## src/rtl/temp_alert_pkg.sv

```systemverilog
package temp_alert_pkg;
  parameter int unsigned TEMP_W = 16;
  parameter int unsigned FQ_W   = 2;
  parameter int unsigned CNT_W  = 3;

  typedef enum logic {
    MODE_CMP = 1'b0,
    MODE_INT = 1'b1
  } alert_mode_e;

  function automatic logic [CNT_W-1:0] fault_need(input logic [FQ_W-1:0] sel);
    case (sel)
      2'd0:    return CNT_W'(1);
      2'd1:    return CNT_W'(2);
      2'd2:    return CNT_W'(4);
      default: return CNT_W'(6);
    endcase
  endfunction
endpackage

```

## src/rtl/ta_fault_qual.sv

```systemverilog
module ta_fault_qual
  import temp_alert_pkg::*;
(
  input  logic                     clk_i,
  input  logic                     rst_ni,
  input  logic                     eval_i,
  input  logic signed [TEMP_W-1:0] temp_i,
  input  logic signed [TEMP_W-1:0] trip_i,
  input  logic [FQ_W-1:0]          fq_sel_i,
  output logic                     trip_lvl_o,
  output logic                     trip_new_o
);
  localparam int unsigned CW1 = CNT_W + 1;

  logic [CNT_W-1:0] cnt_q, cnt_d, need;
  logic [CW1-1:0]   cnt_p1;
  logic             over;

  always_comb begin
    need   = fault_need(fq_sel_i);
    over   = temp_i >= trip_i;
    cnt_p1 = {1'b0, cnt_q} + CW1'(1);
    // saturate at the required count so a long trip keeps a stable level
    cnt_d  = cnt_q;
    if (eval_i) cnt_d = !over ? '0 : (cnt_q >= need) ? cnt_q : cnt_p1[CNT_W-1:0];
    trip_lvl_o = eval_i && over && (cnt_p1 >= {1'b0, need});
    trip_new_o = trip_lvl_o && (cnt_q < need);
  end

  always_ff @(posedge clk_i or negedge rst_ni) begin
    if (!rst_ni) cnt_q <= '0;
    else         cnt_q <= cnt_d;
  end

  AST_CNT_BOUND: assert property (@(posedge clk_i) disable iff (!rst_ni)
    cnt_q <= CNT_W'(6));
  AST_CNT_HOLD: assert property (@(posedge clk_i) disable iff (!rst_ni)
    !eval_i |=> $stable(cnt_q));
  AST_CNT_RESTART: assert property (@(posedge clk_i) disable iff (!rst_ni)
    (eval_i && !over) |=> (cnt_q == '0));
endmodule

```

## src/rtl/ta_alert_latch.sv

```systemverilog
module ta_alert_latch
  import temp_alert_pkg::*;
(
  input  logic                     clk_i,
  input  logic                     rst_ni,
  input  alert_mode_e              mode_i,
  input  logic                     eval_i,
  input  logic signed [TEMP_W-1:0] temp_i,
  input  logic signed [TEMP_W-1:0] hyst_i,
  input  logic                     trip_lvl_i,
  input  logic                     trip_new_i,
  input  logic                     rd_i,
  output logic                     alert_o
);
  logic alert_q, alert_d, below;

  always_comb begin
    below   = eval_i && (temp_i < hyst_i);
    alert_d = alert_q;
    unique case (mode_i)
      MODE_CMP: begin
        if (trip_lvl_i)  alert_d = 1'b1;
        else if (below)  alert_d = 1'b0;
      end
      MODE_INT: begin
        if (trip_new_i)  alert_d = 1'b1;
        else if (rd_i)   alert_d = 1'b0;
      end
      default: alert_d = alert_q;
    endcase
  end

  always_ff @(posedge clk_i or negedge rst_ni) begin
    if (!rst_ni) alert_q <= 1'b0;
    else         alert_q <= alert_d;
  end

  assign alert_o = alert_q;

  AST_RD_CLEAR: assert property (@(posedge clk_i) disable iff (!rst_ni)
    (mode_i == MODE_INT && rd_i && !trip_new_i) |=> !alert_q);
  AST_INT_SET: assert property (@(posedge clk_i) disable iff (!rst_ni)
    (mode_i == MODE_INT && trip_new_i) |=> alert_q);
  AST_CMP_HOLD: assert property (@(posedge clk_i) disable iff (!rst_ni)
    (mode_i == MODE_CMP && !eval_i) |=> $stable(alert_q));
  AST_CMP_CLEAR: assert property (@(posedge clk_i) disable iff (!rst_ni)
    (mode_i == MODE_CMP && below && !trip_lvl_i) |=> !alert_q);
endmodule

```

## src/rtl/ta_pin_drive.sv

```systemverilog
module ta_pin_drive (
  input  logic alert_i,
  input  logic pol_i,
  output logic pin_o
);
  assign pin_o = pol_i ? alert_i : !alert_i;
endmodule

```

## src/rtl/temp_alert_ctrl.sv

```systemverilog
module temp_alert_ctrl
  import temp_alert_pkg::*;
(
  input  logic                     clk_i,
  input  logic                     rst_ni,
  input  logic                     sample_vld_i,
  input  logic signed [TEMP_W-1:0] temp_i,
  input  logic signed [TEMP_W-1:0] trip_lim_i,
  input  logic signed [TEMP_W-1:0] hyst_lim_i,
  input  logic                     mode_i,
  input  logic                     pol_i,
  input  logic [FQ_W-1:0]          fq_sel_i,
  input  logic                     shdn_i,
  input  logic                     reg_rd_i,
  output logic                     alert_pin_o
);
  logic        eval, trip_lvl, trip_new, alert;
  alert_mode_e mode;

  assign eval = sample_vld_i && !shdn_i;
  assign mode = alert_mode_e'(mode_i);

  ta_fault_qual u_qual (
    .clk_i      (clk_i),
    .rst_ni     (rst_ni),
    .eval_i     (eval),
    .temp_i     (temp_i),
    .trip_i     (trip_lim_i),
    .fq_sel_i   (fq_sel_i),
    .trip_lvl_o (trip_lvl),
    .trip_new_o (trip_new)
  );

  ta_alert_latch u_latch (
    .clk_i      (clk_i),
    .rst_ni     (rst_ni),
    .mode_i     (mode),
    .eval_i     (eval),
    .temp_i     (temp_i),
    .hyst_i     (hyst_lim_i),
    .trip_lvl_i (trip_lvl),
    .trip_new_i (trip_new),
    .rd_i       (reg_rd_i),
    .alert_o    (alert)
  );

  ta_pin_drive u_pin (
    .alert_i (alert),
    .pol_i   (pol_i),
    .pin_o   (alert_pin_o)
  );

  AST_SHDN_FREEZE: assert property (@(posedge clk_i) disable iff (!rst_ni)
    (shdn_i && !mode_i) |=> $stable(alert));
endmodule

```

## config.mk

```make
export PLATFORM = sky130hd
export DESIGN_NAME = temp_alert_ctrl
export DESIGN_NICKNAME = d
export VERILOG_FILES = /design/src/rtl/temp_alert_pkg.sv /design/src/rtl/ta_fault_qual.sv /design/src/rtl/ta_alert_latch.sv /design/src/rtl/ta_pin_drive.sv /design/src/rtl/temp_alert_ctrl.sv
export SDC_FILE = /design/constraint.sdc
export NUM_CORES = 1
export LEC_CHECK = 0
export BUFFER_PORTS_ARGS = -buffer_cell sky130_fd_sc_hd__buf_2
export CAP_MARGIN = 10
export CORE_MARGIN = 5
export CORE_UTILIZATION = 42
export DETAILED_ROUTE_END_ITERATION = 6
export GPL_TIMING_DRIVEN = 0
export PLACE_DENSITY = 0.74
export SLEW_MARGIN = 5
export SYNTH_ARGS = -nofsm -noshare
export SYNTH_HDL_FRONTEND = slang
export SYNTH_SLANG_ARGS = --single-unit
```

## constraint.sdc

```tcl
create_clock -name clk_i -period 1.8 [get_ports clk_i]
set_input_delay 0.09 -clock clk_i [delete_from_list [all_inputs] [get_ports clk_i]]
set_output_delay 0.09 -clock clk_i [all_outputs]
set_load 0.05 [all_outputs]
```

Word-level counts from Yosys, hierarchy flattened
Index checks and enable logic that the tools add are counted.
- register bits: 4
- input port bits: 57
- output and inout bits: 1
- word-level logic and storage cells: 33
- add/subtract/negate cells: 1
- magnitude comparators: 5
- equal/unequal tests: 5
- mux-type cells: 9
- bitwise operators: 1
- reductions and logical operators: 10
- operators by type and width (operator ; number):
    $ge 16x16->1 ; 1
    $lt 16x16->1 ; 1
    $pmux 3 s3 ; 1
    $mux 3 ; 2
    $logic_and 1x1->1 ; 5
    $mux 1 ; 5
    $add 3x1->4 const B ; 1
    $ge 4x3->1 ; 1
    $reduce_and 2->1 ; 2
    $ge 3x3->1 ; 1
    $lt 3x3->1 ; 1
    $ne 3x1->1 const B ; 1
    $ne 3x2->1 const B ; 1
    $eq 2x1->1 const B ; 1
    $eq 2x2->1 const B ; 1
    $logic_not 1->1 ; 2
    $logic_not 2->1 ; 1
    $ne 2x2->1 const B ; 1
    $pmux 1 s2 ; 1
    $not 1->1 ; 1

Depth between registers and ports, before layout
Gate-level depths: netlist of run 1.
- word-level depth: 7
- gate-level depth with buffers: 8
- gate-level depth less buffers: 8

By module
Synthesis of run 1 repeated with hierarchy kept, for this count alone.
- cells, all modules: 160
- area, all modules: 1252.5 um2
- modules (own cells, without submodules) (module ; times used ; cells each ; area each (um2) ; seq. area each (um2)):
    ta_fault_qual ; 1 ; 98 ; 779.5 ; 75.1
    ta_alert_latch ; 1 ; 60 ; 450.4 ; 25.0
    temp_alert_ctrl ; 1 ; 1 ; 13.8 ; 0.0
    ta_pin_drive ; 1 ; 1 ; 8.8 ; 0.0

Least setup slack after synthesis of run 1
OpenSTA, ideal clock, no wires.
- path type: reg-to-reg
- start: reg u_qual.cnt_q[1]
- end: reg u_qual.cnt_q[2]
- setup time: 121 ps
- arrival: 1661 ps
- required time: 1679 ps
- slack: 18 ps
- stages on the path, launching flop included: 8
- path buffers: 0
- period minus slack after synthesis: 1782 ps
- cell sequence: dfrtp_1 > ha_1 > nor2b_1 > o21ai_0 > nand2_1 > nor3_1 > nand2_1 > a32o_2
- longest elaborated chain between the ends: 3
- elaborated cells between the ends (all ways): 6
- those cells by class: add/sub: 1; order compare: 1; eq/ne: 1; mux: 2; reduce/logical: 1
- RTL lines (item ; line ; RTL):
    start: declaration ; ta_fault_qual.sv:15 ; logic [CNT_W-1:0] cnt_q, cnt_d, need;
    start signal: assignment ; ta_fault_qual.sv:32 ; else cnt_q <= cnt_d;
    $add 3x1->4 / $ge 3x3->1 (equally long branches) ; ta_fault_qual.sv:22, ta_fault_qual.sv:25 ;
    $mux 3 / $ne 2x2->1 (equally long branches) ; n/a ;
    $mux 3 / $reduce_and 2->1 (equally long branches) ; n/a ;
Several ways; a longest one is shown, not always the timed one. The select of a mux whose other input is x is not followed.
A chain may end at the register's enable or synchronous reset.

Worst setup path in the final report of run 1
- start: reg u_qual.cnt_q[0]
- end: reg u_qual.cnt_q[0]
Same word-level chain as after synthesis.

==> results of run 1 <==
==> metal layers <==
layer	track usage [%]	up-vias	routed length [microns]	share of wire (%)
met5	0	-	0	0
met4	4.42	0	7	0.23
met3	3.15	2	202	6.8
met2	25.8	32	1580	53
met1	14.5	580	1200	40
li1	-	694	-	-
==> worst register-to-register path: stages, from the launching register on <==
cell	delay (ps)
dfrtp_2	430
inv_2	90
ha_4	210
and3_4	180
nor2_4	110
nand3_1	100
nand2b_1	170
mux2i_2	230
a22o_1	180
==> state kept, by name, summed over array words and instances (netlist names) <==
| register | flops |
|---|---|
| u_latch.alert_o | 1 |
| u_qual.cnt_q | 3 |
==> cell usage in the layout (no fill, tap or decap), types with 2 or more instances in the layout <==
cell type / instances
nor2b_1: 3
nand3_1: 3
o21ai_0: 5
and4_1: 3
a221o_1: 2
ha_1: 32
nand2_1: 7
ha_4: 6
inv_1: 37
buf_2: 57
nor2_1: 5
dfrtp_2: 3
a21o_1: 5
a21oi_1: 10
clkbuf_4: 3
nand4_1: 5
mux2i_2: 2
buf_4: 6
==> power by group through the flow <==
stage | Sequential (uW) | Combinational, uW | Clock (uW)
4_1_cts | 164 | 607 | 114
3_3_place_gp | 158 | 499 | 0
5_1_grt | 180 | 791 | 122
2_1_floorplan | 149 | 362 | 0
6_report | 175 | 697 | 108
3_5_place_dp | 159 | 511 | 0
==> per-stage QoR <==
| step | instances | TNS, ps | hold slack (ps) | setup WS (ps) | total power, uW |
|---|---|---|---|---|---|
| after floorplan | 157 | 0 | -206 | 17.8 | 511 |
| after global placement | 245 | -664 | -104 | -193 | 657 |
| after detailed placement | 245 | -705 | -104 | -198 | 670 |
| after CTS | 252 | -1.02 | 177 | -1.02 | 884 |
| after global routing | 255 | -92.9 | 189 | -61.9 | 1090 |
| final | 255 | 0 | 187 | 46.6 | 981 |
==> final cells by class <==
| cell class | instances | area (sq um) |
|---|---|---|
| clock buffers | 3 | 22.5 |
| fillers | 253 | 1030 |
| repair buffers | 64 | 340 |
| inverters | 38 | 143 |
| multi-input cells | 115 | 1080 |
| flip-flops and latches | 4 | 104 |
| well taps | 31 | 38.8 |
==> cells by family after synthesis <==
| group | after synthesis | synth area share [%] |
|---|---|---|
| and+or+nand+nor | 36 | 17.1 |
| AOI/OAI and AO/OA | 36 | 20.0 |
| buffers and inverters | 38 | 11.7 |
| xor gates and xnor gates | 2 | 1.44 |
| DFF | 4 | 8.21 |
| adders and majority gates | 38 | 39.0 |
| muxes | 3 | 2.46 |
==> worst max path at each step <==
stage	endpoint	cells after the start	slack [ps]
after floorplan	u_qual.cnt_q[2]	7	20
after global placement	u_qual.cnt_q[0]	9	-190
after detailed placement	u_qual.cnt_q[0]	9	-200
after CTS	u_qual.cnt_q[0]	7	-1
after global routing	u_latch.alert_o	6	-60
final	u_qual.cnt_q[0]	8	50
==> timing repair <==
action,in CTS,in global routing
pin swaps,5,9
setup endpoints to repair,4,4
hold buffers,1,0
gates resized for setup,12,9
buffers inserted,3,3
hold endpoints to repair,4,0
==> qor.yml, run 1 <==
logic_synthesis:
  netlist_area_sq_um: 1220
  yosys_warnings: 0
  async_flop_share_pct: 100
  synth-main-ff-cell: "dfrtp_1"
  syn_inst: 157
  synth_edf_count: 0
  yosys-top-cells-area: "ha_1, inv_1, dfrtp_1"
  synth_seq_cells: 4
  yosysTopAreaCellShare_pct: 39.0
  yosysUniqueCellTypes: 35
  synthTopCellsByCount: "ha_1, inv_1, a21oi_1"
  synth_top_area_cell: "ha_1"
  yosysSeqAreaShare_pct: 8.21
  syn_nets: 252
  syn_area_per_cell_sq_um: 7.76
clocking:
  cts_made_buffers: 3
  cts_root_buf: "clkbuf_4"
  insertion_delay_ps: 230
  cts.clk_slew.worst_paths_ps: 40
  clock-sinks: 4
  htree_levels: 1
  clk_path_buf_depth: 2
  cts_tree: "done"
pwr:
  p_sw_uw: 410
  powerDensity_nw_per_um2: 566
  seq_power_share_pct: 17.8
  vdd_ir_drop_max_mv: 0.702
  combPwrFrac_pct: 71.1
  switching_share_pct: 41.8
  clockPowerShare_pct: 11.1
  p_leak_uw: 0.00101
  internal_power_uw: 571
setup_path:
  worst-path-buf-inv: 1
  critical_path_class: "flip-flop to flip-flop"
  cp_slowest_cell: "dfrtp_2"
  max_stage_delay_ps: 430
  arrival_ps: 1920
  cp_top_family: "simple AND/OR/NAND/NOR gates"
  r2r-start: "u_qual.cnt_q[0]"
  endpoint_kind: "flip-flop"
  r2r_cells: 8
  r2r-end: "u_qual.cnt_q[0]"
  cp-startpoint: "u_qual.cnt_q[0]"
  cp.required_ps: 1960
  worst-path-max-fanout: 3
  cp-start-kind: "flip-flop"
  crit_chain: "inv_2 > ha_4 > and3_4 > nor2_4 > nand3_1 > nand2b_1 > mux2i_2 > a22o_1"
  r2r_setup_slack_ps: 50
timing:
  slew-limit-headroom_pct: 83.0
  maxSlewViolCount: 0
  post-route-period-util_pct: 97.4
  rsz0062_at_grt: "true"
  finClkSkew_ps: 0.539
  period_needed_ps: 1750
  finalHoldViolCount: 0
  worst_slew_pin_slew_ps: 249
  finalSetupViolations: 0
  fmax_mhz: 570
place:
  placed_area_sq_um: 1540
  gp_congestion: 0.767
  portBuffers: 57
  dp_hpwl_mm: 2.53
hold_path:
  hp-class: "input pin to async pin"
drt:
  wl_per_cell_microns: 11.7
  num_vias: 1308
  first_pass_iters: 4
  route.detailed.drc: 0
  drt_iter0_markers: 21
  via_per_inst: 5.13
  wl_mm: 2.99
  drtAntennaViolNets: 0
finish:
  final_core_util_pct: 62.8
  final_area_sq_um: 1730
  drive_gt1_share_pct: 38.4
  area_growth_pct: 42.1
  num_antenna_cells: 0
  fin_nets: 321
global_routing:
  antenna_found_initial: 0
  grt_first_pass_wirelength_mm: 4.71
  grt_pass1_vias: 1276
  grt_max_degree: 8
  track_usage_pct: 13.6
  grt.overflow.total: 0
floorplan:
  initial_core_util_pct: 44.2
  fp-row-count: 19
  ioPinCount: 58
  chipWidth_microns: 63.9
  core_sq_um: 2760
  chipHeight_microns: 63.9
  die_area_sq_um: 4080
run_status:
  status: "finished clean"
run:
  cap_violations: 0
Power figures use the tool's default switching activity.
==> inputs of run 2 (changes only) <==
--- a/config.mk
+++ b/config.mk
@@ -12,6 +12,7 @@
 export DETAILED_ROUTE_END_ITERATION = 6
 export GPL_TIMING_DRIVEN = 0
 export PLACE_DENSITY = 0.74
+export RECOVER_POWER = 25
 export SLEW_MARGIN = 5
 export SYNTH_ARGS = -nofsm -noshare
 export SYNTH_HDL_FRONTEND = slang
==> qor.yml, run 2 (synthesis results as in run 1) <==
global_routing:
  grt_first_pass_wirelength_mm: 4.71
  track_usage_pct: 13.6
  grt_pass1_vias: 1276
  antenna_found_initial: 0
  grt_max_degree: 8
  grt.overflow.total: 0
timing:
  finClkSkew_ps: 0.362
  slew-limit-headroom_pct: 83.0
  finalHoldViolCount: 0
  maxSlewViolCount: 0
  period_needed_ps: 1750
  fmax_mhz: 570
  rsz0062_at_grt: "true"
  worst_slew_pin_slew_ps: 249
  post-route-period-util_pct: 97.4
  finalSetupViolations: 0
floorplan:
  chipHeight_microns: 63.9
  initial_core_util_pct: 44.2
  chipWidth_microns: 63.9
  ioPinCount: 58
  fp-row-count: 19
  core_sq_um: 2760
  die_area_sq_um: 4080
finish:
  mostFrequentLayoutCells: "buf_2, inv_1, ha_1, a21oi_1, nand2_1"
  fill_cells: 254
  final_area_sq_um: 1730
  largest_reg_flops: 3
  fin_nets: 321
  num_antenna_cells: 0
  final_common_cell: "buf_2"
  regMostFlops: "u_qual.cnt_q"
  drive_gt1_share_pct: 37.9
  fin_cells: 255
  area_growth_pct: 42.0
  final_core_util_pct: 62.7
drt:
  first_pass_iters: 4
  num_vias: 1308
  wl_per_cell_microns: 11.7
  route.detailed.drc: 0
  wl_mm: 2.99
  via_per_inst: 5.13
  drt_iter0_markers: 21
  drtAntennaViolNets: 0
clocking:
  htree_levels: 1
  cts_root_buf: "clkbuf_4"
  clock-sinks: 4
  cts_made_buffers: 3
  cts_tree: "done"
  insertion_delay_ps: 230
  clk_path_buf_depth: 2
  cts.clk_slew.worst_paths_ps: 40
place:
  portBuffers: 57
  dp_hpwl_mm: 2.53
  gp_congestion: 0.767
  dpl.cell_count: 245
  placed_area_sq_um: 1540
setup_path:
  cp-start-kind: "flip-flop"
  worst-path-max-fanout: 3
  endpoint_kind: "flip-flop"
  critical_path_class: "flip-flop to flip-flop"
  cp.required_ps: 1960
  arrival_ps: 1920
pwr:
  p_leak_uw: 0.00101
  powerDensity_nw_per_um2: 567
  vdd_ir_drop_max_mv: 0.703
run:
  cap_violations: 0
run_status:
  status: "finished clean"
hold_path:
  hp-class: "input pin to async pin"
-- run 2: cell types whose count changed in the layout (fill, tap and decap cells not counted), sizes merged --
| cell | before | now |
|---|---|---|
| buf | 63 | 62 |
| clkbuf | 3 | 4 |
-- run 2: layout make-up --
type	count	area [sq um]	area share [%]
multi-input cells	115	1080	62.6
repair buffers	64	339	19.6
clock buffers	3	22.5	1.30
well taps	31	38.8	2.24
inverters	38	143	8.24
flip-flops and latches	4	104	6.00
-- run 2: worst paths after layout --
kind / cells after the start / slack [ps] / endpoint / from
max in group asynchronous: 2 / 1390 / u_qual.cnt_q[0] / rst_ni
min in group clk_i: 3 / 280 / u_latch.alert_o / mode_i
max: 8 / 50 / u_qual.cnt_q[0] / u_qual.cnt_q[0]
min reg2reg: 1 / 630 / u_qual.cnt_q[1] / u_qual.cnt_q[1]
min: 2 / 210 / u_latch.alert_o / rst_ni
max reg2reg: 8 / 50 / u_qual.cnt_q[0] / u_qual.cnt_q[0]
-- run 2: worst max-delay path, cell delays in order, from the launching register on --
cell and delay [ps]:
dfrtp_2 430, inv_2 90, ha_4 210, and3_4 180, nor2_4 110, nand3_1 100
nand2b_1 170, mux2i_2 230, a22o_1 180
-- run 2: what timing repair did --
| item | CTS | global route |
|---|---|---|
| endpoints found under the hold margin | 4 | 0 |
| buffers inserted | 3 | 3 |
| hold buffers | 1 | 0 |
| pin swaps | 5 | 9 |
| resized for setup | 12 | 9 |
| setup endpoints to repair | 4 | 4 |
-- run 2: metal layers --
metal	vias up	part of all wire, %	global-route usage, %
li1	694	-	-
met1	580	40	14.5
met2	32	53	25.8
met3	2	6.8	3.15
met4	0	0.23	4.42
met5	-	0	0
-- run 2: metrics by stage --
stage / power [uW] / hold slack [ps] / setup WS [ps] / TNS, ps
floorplan: 511 / -206 / 17.8 / 0
global placement: 657 / -104 / -193 / -664
detailed placement: 670 / -104 / -198 / -705
CTS: 884 / 177 / -1.02 / -1.02
global route: 1090 / 226 / -61.9 / -92.9
finish: 981 / 215 / 46.6 / 0
-- run 2: power by group --
part / leakage (uW) / internal (uW) / switching [uW]
Sequential: 0.0000491 / 127 / 47.6
Clock: 0.0000138 / 74.4 / 34.1
Combinational: 0.000947 / 369 / 328
==> inputs of run 3 (changes only) <==
--- a/config.mk
+++ b/config.mk
@@ -7,11 +7,13 @@
 export LEC_CHECK = 0
 export BUFFER_PORTS_ARGS = -buffer_cell sky130_fd_sc_hd__buf_2
 export CAP_MARGIN = 10
+export CELL_PAD_IN_SITES_DETAIL_PLACEMENT = 2
+export CELL_PAD_IN_SITES_GLOBAL_PLACEMENT = 2
 export CORE_MARGIN = 5
-export CORE_UTILIZATION = 42
+export CORE_UTILIZATION = 22
 export DETAILED_ROUTE_END_ITERATION = 6
 export GPL_TIMING_DRIVEN = 0
-export PLACE_DENSITY = 0.74
+export PLACE_DENSITY_LB_ADDON = 0.25
 export RECOVER_POWER = 25
 export SLEW_MARGIN = 5
 export SYNTH_ARGS = -nofsm -noshare
==> qor.yml, run 3 (synthesis results as in run 1) <==
run_status:
  status: "finished clean"
place:
  gp_congestion: 0.749
  dpl.cell_count: 286
  placed_area_sq_um: 1590
  dp_hpwl_mm: 3.52
  portBuffers: 57
timing:
  maxSlewViolCount: 0
  finClkSkew_ps: 0.545
  post-route-period-util_pct: 98.4
  fmax_mhz: 565
  finalSetupViolations: 0
  rsz0062_at_grt: "true"
  worst_slew_pin_slew_ps: 301
  whs_ps: 225
  slew-limit-headroom_pct: 79.9
  period_needed_ps: 1770
  finalHoldViolCount: 0
drt:
  via_per_inst: 4.65
  route.detailed.drc: 0
  drt_iter0_markers: 9
  wl_per_cell_microns: 13.7
  num_vias: 1376
  drtAntennaViolNets: 0
  first_pass_iters: 4
  wl_mm: 4.05
global_routing:
  grt.overflow.total: 0
  track_usage_pct: 11.4
  grt_first_pass_wirelength_mm: 6.72
  grt_pass1_vias: 1551
  grt_max_degree: 8
  antenna_found_initial: 0
clocking:
  cts.clk_slew.worst_paths_ps: 30
  clock-sinks: 4
  cts_root_buf: "clkbuf_8"
  cts_made_buffers: 3
  insertion_delay_ps: 220
  clk_path_buf_depth: 2
  htree_levels: 1
  cts_tree: "done"
finish:
  multi_input_area_sq_um: 1140
  mostFrequentLayoutCells: "buf_2, inv_1, ha_1, a21oi_1"
  final_common_cell: "buf_2"
  final_area_sq_um: 1860
  area_growth_pct: 52.7
  drive_gt1_share_pct: 40.6
  largest_reg_flops: 3
  fin_cells: 296
  fill_cells: 654
  fin_nets: 321
  num_antenna_cells: 0
  register_area_sq_um: 104
  regMostFlops: "u_qual.cnt_q"
run:
  cap_violations: 0
floorplan:
  initial_core_util_pct: 22.4
  chipWidth_microns: 84.4
  chipHeight_microns: 84.4
  die_area_sq_um: 7130
  fp-row-count: 27
  ioPinCount: 58
  core_sq_um: 5440
setup_path:
  critical_path_class: "flip-flop to flip-flop"
  cp.required_ps: 1930
  worst-path-max-fanout: 4
  cp-start-kind: "flip-flop"
  arrival_ps: 1900
  endpoint_kind: "flip-flop"
pwr:
  power_uw: 1160
  p_leak_uw: 0.00104
  vdd_ir_drop_max_mv: 0.341
  powerDensity_nw_per_um2: 623
hold_path:
  hp-class: "input pin to async pin"
run 3: timing repair:
item,CTS,global route
setup endpoints to repair,4,4
hold buffers,1,0
resized for setup,17,16
endpoints found under the hold margin,4,0
pin swaps,6,9
setup buffers,4,2
run 3: per-layer routing:
layer / global-route usage [%] / up-vias / routed length, microns / share of wire, %
li1: - / 690 / - / -
met1: 12.5 / 645 / 1650 / 41
met2: 22.7 / 37 / 2210 / 54
met3: 0.785 / 4 / 153 / 3.8
met4: 3.45 / 0 / 44 / 1.1
met5: 0 / - / 0 / 0
run 3: final cells by class:
cell class	instances	area share, %
clock buffers	3	2.22
inverters	38	7.67
multi-input cells	115	61.3
flip-flops and latches	4	5.58
well taps	72	4.84
repair buffers	64	18.4
run 3: power by group:
part	internal, uW	switching [uW]
combinational	419	371
sequential	128	52.5
clock	142	46.2
run 3: through the flow:
stage          utilization [%]  worst slack [ps]  setup TNS [ps]
2_1_floorplan                -              17.8               0
3_3_place_gp              29.3              -247            -847
3_5_place_dp              29.3              -306            -977
4_1_cts                   32.2              4.34               0
5_1_grt                   34.2             -60.8            -133
6_report                  34.2              29.5               0
run 3: final timing paths:
kind / start / endpoint / slack (ps) / depth (start not counted)
hold reg to reg: u_qual.cnt_q[2] / u_qual.cnt_q[2] / 630 / 1
min in group clk_i: mode_i / u_latch.alert_o / 290 / 3
setup / recovery: u_qual.cnt_q[0] / u_latch.alert_o / 30 / 6
setup reg to reg: u_qual.cnt_q[0] / u_latch.alert_o / 30 / 6
hold / removal: rst_ni / u_latch.alert_o / 220 / 2
max in group asynchronous: rst_ni / u_qual.cnt_q[1] / 1380 / 2
run 3: critical path, stage by stage (launching register included):
cell and delay (ps):
dfrtp_2 440, ha_4 260, ha_4 250, a21boi_2 140, o21ai_1 90, a221o_1 320
o211ai_1 190
